===== src/rtl/baud_pkg.sv =====
package baud_pkg;
   localparam int unsigned BYTE_W = 8;
   typedef logic [BYTE_W-1:0] byte_t;

   // Number of byte slices needed for an increment of the given width
   function automatic int unsigned slice_count(input int unsigned width);
      return (width + BYTE_W - 1) / BYTE_W;
   endfunction
endpackage


===== src/rtl/baud_inc_regs.sv =====
module baud_inc_regs
   import baud_pkg::*;
#(
   parameter int unsigned INC_W  = 24,
   parameter int unsigned ADDR_W = 2
) (
   input  logic              clk,
   input  logic              rst_n,
   input  logic              wr_en,
   input  logic [ADDR_W-1:0] addr,
   input  byte_t             wdata,
   output byte_t             rdata,
   output logic [INC_W-1:0]  inc,
   output logic              wr_hit
);
   localparam int unsigned NB = slice_count(INC_W);

   logic [NB-1:0] hit;

   // Slice g sits at address NB-1-g: most significant byte at address 0
   for (genvar g = 0; g < NB; g++) begin : g_slice
      localparam int unsigned SLOT = NB - 1 - g;
      byte_t slice_q;

      assign hit[g] = wr_en && (int'(addr) == SLOT);

      always_ff @(posedge clk) begin
         if (!rst_n)      slice_q <= '0;
         else if (hit[g]) slice_q <= wdata;
      end

      assign inc[g*BYTE_W +: BYTE_W] = slice_q;
   end

   always_comb begin
      rdata = '0;
      for (int g = 0; g < NB; g++) begin
         if (int'(addr) == NB - 1 - g) rdata = inc[g*BYTE_W +: BYTE_W];
      end
   end

   assign wr_hit = |hit;
endmodule


===== src/rtl/baud_phase_acc.sv =====
module baud_phase_acc #(
   parameter int unsigned ACC_W = 24
) (
   input  logic             clk,
   input  logic             rst_n,
   input  logic             step,
   input  logic [ACC_W-1:0] inc,
   output logic             tick
);
   localparam int unsigned MSB = ACC_W - 1;

   logic [ACC_W-1:0] acc_q;
   logic             msb_q;

   always_ff @(posedge clk) begin
      if (!rst_n) begin
         acc_q <= '0;
         msb_q <= 1'b0;
      end else begin
         msb_q <= acc_q[MSB];
         if (step) acc_q <= acc_q + inc;
      end
   end

   // Rising edge of the top bit, one clock wide
   assign tick = acc_q[MSB] & ~msb_q;
endmodule


===== src/rtl/baud_tick_gen.sv =====
module baud_tick_gen
   import baud_pkg::*;
#(
   parameter int unsigned INC_W  = 24,
   parameter int unsigned ADDR_W = 2
) (
   input  logic              clk,
   input  logic              rst_n,
   input  logic              tmr_en,
   input  logic              bus_sel,
   input  logic              bus_we,
   input  logic [ADDR_W-1:0] bus_addr,
   input  logic [7:0]        bus_wdata,
   output logic [7:0]        bus_rdata,
   output logic              baud_tick,
   output logic              fifo_flush
);
   localparam int unsigned NB = slice_count(INC_W);

   initial begin
      assert (INC_W % BYTE_W == 0 && INC_W >= 2 * BYTE_W)
         else $error("INC_W must be a multiple of 8 and at least 16");
      assert ((1 << ADDR_W) >= NB)
         else $error("ADDR_W too narrow for the increment slices");
   end

   logic [INC_W-1:0] inc_val;
   logic             wr_hit;
   logic             flush_q;

   baud_inc_regs #(.INC_W(INC_W), .ADDR_W(ADDR_W)) u_regs (
      .clk    (clk),
      .rst_n  (rst_n),
      .wr_en  (bus_sel & bus_we),
      .addr   (bus_addr),
      .wdata  (bus_wdata),
      .rdata  (bus_rdata),
      .inc    (inc_val),
      .wr_hit (wr_hit)
   );

   baud_phase_acc #(.ACC_W(INC_W)) u_acc (
      .clk   (clk),
      .rst_n (rst_n),
      .step  (tmr_en),
      .inc   (inc_val),
      .tick  (baud_tick)
   );

   always_ff @(posedge clk) begin
      if (!rst_n) flush_q <= 1'b0;
      else        flush_q <= wr_hit;
   end

   assign fifo_flush = flush_q;
endmodule


===== config.mk =====
export PLATFORM = sky130hd
export DESIGN_NAME = baud_tick_gen
export DESIGN_NICKNAME = d
export VERILOG_FILES = /design/src/rtl/baud_pkg.sv /design/src/rtl/baud_inc_regs.sv /design/src/rtl/baud_phase_acc.sv /design/src/rtl/baud_tick_gen.sv
export SDC_FILE = /design/constraint.sdc
export NUM_CORES = 1
export LEC_CHECK = 0
export BUFFER_PORTS_ARGS = -buffer_cell sky130_fd_sc_hd__buf_2
export CELL_PAD_IN_SITES_DETAIL_PLACEMENT = 1
export CELL_PAD_IN_SITES_GLOBAL_PLACEMENT = 1
export CORE_ASPECT_RATIO = 1.2
export CORE_MARGIN = 2
export CORE_UTILIZATION = 45
export DETAILED_ROUTE_END_ITERATION = 12
export GPL_TIMING_DRIVEN = 0
export PLACE_DENSITY_LB_ADDON = 0.1
export SETUP_SLACK_MARGIN = 0.2
export SLEW_MARGIN = 20
export SYNTH_ARGS = -nofsm -noshare
export SYNTH_HDL_FRONTEND = slang
export SYNTH_SLANG_ARGS = --single-unit

===== constraint.sdc =====
create_clock -name clk -period 2.65 [get_ports clk]
set_clock_uncertainty 0.05 [all_clocks]
set_input_delay 0.3975 -clock clk [delete_from_list [all_inputs] [get_ports clk]]
set_output_delay 0.3975 -clock clk [all_outputs]
set_load 0.005 [all_outputs]

==> impl_metrics.toml <==
[power_and_ir_drop]
p_leak_nw = 1.479
powerDensity_nw_per_um2 = 409.4
ir_worst_vdd_v = 0.0003347

[routing]
detail_route.wl_per_cell_um = 19.03
num_vias = 3173
drtAntennaViolNets = 0
drt_iter0_drc = 141
vias_per_cell = 5.964
drc = 0
firstDrtPassIters = 4
wirelength_um = 10130

[grt]
grt_max_degree = 15
grt_pass1_wl_um = 15770
grt_pass1_vias = 3249
antenna_found_initial = 0
grt_overflow = 0
grt_util_all_layers_pct = 26.82

[place]
hpwl_um = 7397
dp_slack_ns = -0.05861
portBuffers = 24
gp_congestion = 0.8538

[sta]
tns_ns = 0
final.period_utilization_pct = 90.86
min_period_ns = 2.408
max_slew_margin_pct = 33.05
rsz0062_at_grt = "true"
worst_slack_ns = 0.2421
final-max-slew-violation-count = 0
worst_slew_pin_slew_ns = 0.9965
hold_violations = 0
finalSetupViolCount = 0
hold_ws_ns = 0.2885
fmax_mhz = 415.3

[logic_synthesis]
synth_edf_count = 0
async_reset_ff_share_pct = 0
synth_top_area_cell = "dfxtp_1"
netlist_area_um2 = 3186
synth_cells = 410
yosysMostFrequentCell = "nand2_1"
ys_ff_latch = 50
syn_avg_cell_area_um2 = 7.770
yosys-top-cells-count = "nand2_1, a21oi_1, dfxtp_1"
ys_warn_count = 0
ys_seq_area_share_pct = 31.42
ys_types = 51
synth_ff_type = "dfxtp_1"
synth_area_leaders = "dfxtp_1, nand2_1, ha_1, a21oi_1, mux2i_1"
synth_top_area_share_pct = 31.42
syn_nets = 449

[floorplanning]
die_x_um = 80.81
die_h_um = 96.17
start_util_pct = 46.48
ios = 25
dieArea_um2 = 7771
placementRows = 33
core_area_um2 = 6854

[setup_path]
required_ns = 2.81
cp.arrival_ns = 2.57
crit_family = "compound AO/OA/AOI/OAI gates"
cp_slowest_cell = "dfxtp_1"
crit_path_start_kind = "flop"
critical_path.max_fanout = 6
critPathKind = "reg -> reg"
r2r_end = "u_acc.acc_q[23]"
cp-end-kind = "flop"
path_cells = "ha_2, a21oi_2, o21ai_4, a21oi_1, o21a_1, a2111oi_4, o31ai_2, mux2_4"
critPathBufInv = 0
r2r_cells = 8
startpoint = "u_regs.g_slice[1].slice_q[0]"
cpPeakStageDelay_ns = 0.40
r2r_slack_ns = 0.24
r2r-start = "u_regs.g_slice[1].slice_q[0]"
worst-path-stages = 8
setup.worst_path.end = "u_acc.acc_q[23]"

[clock_tree]
cts.sinks = 50
tritoncts = "yes"
cts_root_buffer = "clkbuf_8"
cts_inserted_buffers = 5
clock_latency_ns = 0.31
postCtsHoldBufs = 0
clockBufferDepth = 2
clk_pin_slew_ns = 0.10
cts.htree.levels = 2

[outcome]
status = "finished, final reports clean"

[layout]
utilization_pct = 54.13
syn2layout_area_growth_pct = 16.46
nNetsFinal = 484
drive_above_1_share_pct = 16.85
diodes = 0

[hold_path]
hp-class = "in -> reg"

[job]
maxCapViolCount = 0
## metal layers
layer  routed length, µm  part of all wire, %  GRT usage (%)  vias up
met3                 430                  4.2          3.659       18
met4                 225                  2.2          10.45        0
met5                   0                    0              0        -
li1                    -                    -              -     1541
met2                5323                   53          49.10       54
met1                4145                   41          31.22     1560
## worst min-delay path, cell delays in order
cell and delay [ns]:
buf_2 0.11, nand2_1 0.05, a21oi_1 0.05
## worst min path at each step
stage                                from  slack, ns                            to  cells past startpoint
after floorplan           u_acc.acc_q[14]       0.38               u_acc.acc_q[14]                      2
after global placement    u_acc.acc_q[22]       0.40               u_acc.acc_q[22]                      2
after detailed placement  u_acc.acc_q[22]       0.40               u_acc.acc_q[22]                      2
after CTS                    bus_wdata[2]       0.28  u_regs.g_slice[2].slice_q[2]                      3
after global routing         bus_wdata[0]       0.29  u_regs.g_slice[1].slice_q[0]                      3
final                        bus_wdata[2]       0.29  u_regs.g_slice[2].slice_q[2]                      3
## stage by stage
stage | cell area (µm²) | instances | total power [mW]
final | 3710 | 532 | 1.519
after CTS | 3567 | 530 | 1.523
after global placement | 3415 | 521 | 0.9426
after floorplan | 3186 | 410 | 0.8878
after global routing | 3710 | 532 | 1.576
after detailed placement | 3415 | 521 | 0.9472
## cells by family after synthesis
kind of cell / Yosys count / share of synthesized area [%]
buf+inv: 24 / 2.945
compound gates: 122 / 24.23
flops: 50 / 31.42
xor+xnor: 9 / 2.475
simple gates: 161 / 22.82
mux: 20 / 6.441
fa+ha+maj: 24 / 9.662
## what timing repair did
item / in CTS / in global routing
setup endpoints to repair: 4 / 5
setup buffers: 2 / 2
resized for setup: 7 / 28
pin swaps: 1 / 5
## layout make-up
class | instances | area [µm²]
Clock buffer | 6 | 82.58
Timing Repair Buffer | 28 | 150.1
Tap cell | 87 | 108.9
Sequential cell | 50 | 1007
Clock inverter | 1 | 30.03
Inverter | 7 | 26.28
Fill cell | 897 | 3144
Multi-Input combinational cell | 336 | 2236
Buffer | 17 | 68.82
## state kept, by name, indices dropped and copies added, names as in the netlist
| name | count |
|---|---|
| u_regs.g_slice.slice_q | 24 |
| u_acc.acc_q | 24 |
| u_acc.msb_q | 1 |
| fifo_flush | 1 |
## placed cells by master (no fill, tap or decap), types with 3 or more instances in the layout
cell,count
a21o_1,9
o211ai_1,4
a21oi_2,4
nand2_1,81
dfxtp_2,5
a21oi_1,50
a211oi_1,3
inv_1,6
ha_4,4
dfxtp_1,45
o21ai_0,18
clkbuf_1,11
ha_1,14
or3_1,5
and3_1,5
a31oi_1,3
o31ai_1,4
nor3_1,8
nand3_1,8
nand4_1,6
xnor2_1,8
buf_4,4
o21ai_1,3
mux2i_1,19
ha_2,5
clkbuf_8,6
o21a_1,6
nor2_1,27
nor2b_1,5
buf_2,27
## where the power goes
group	internal, mW	total (mW)	switching (mW)
logic	0.0568	0.156	0.0988
registers	0.767	0.782	0.0156
clock network	0.303	0.581	0.278
total	1.13	1.52	0.392
No activity file was read; power rests on OpenSTA's default activity.
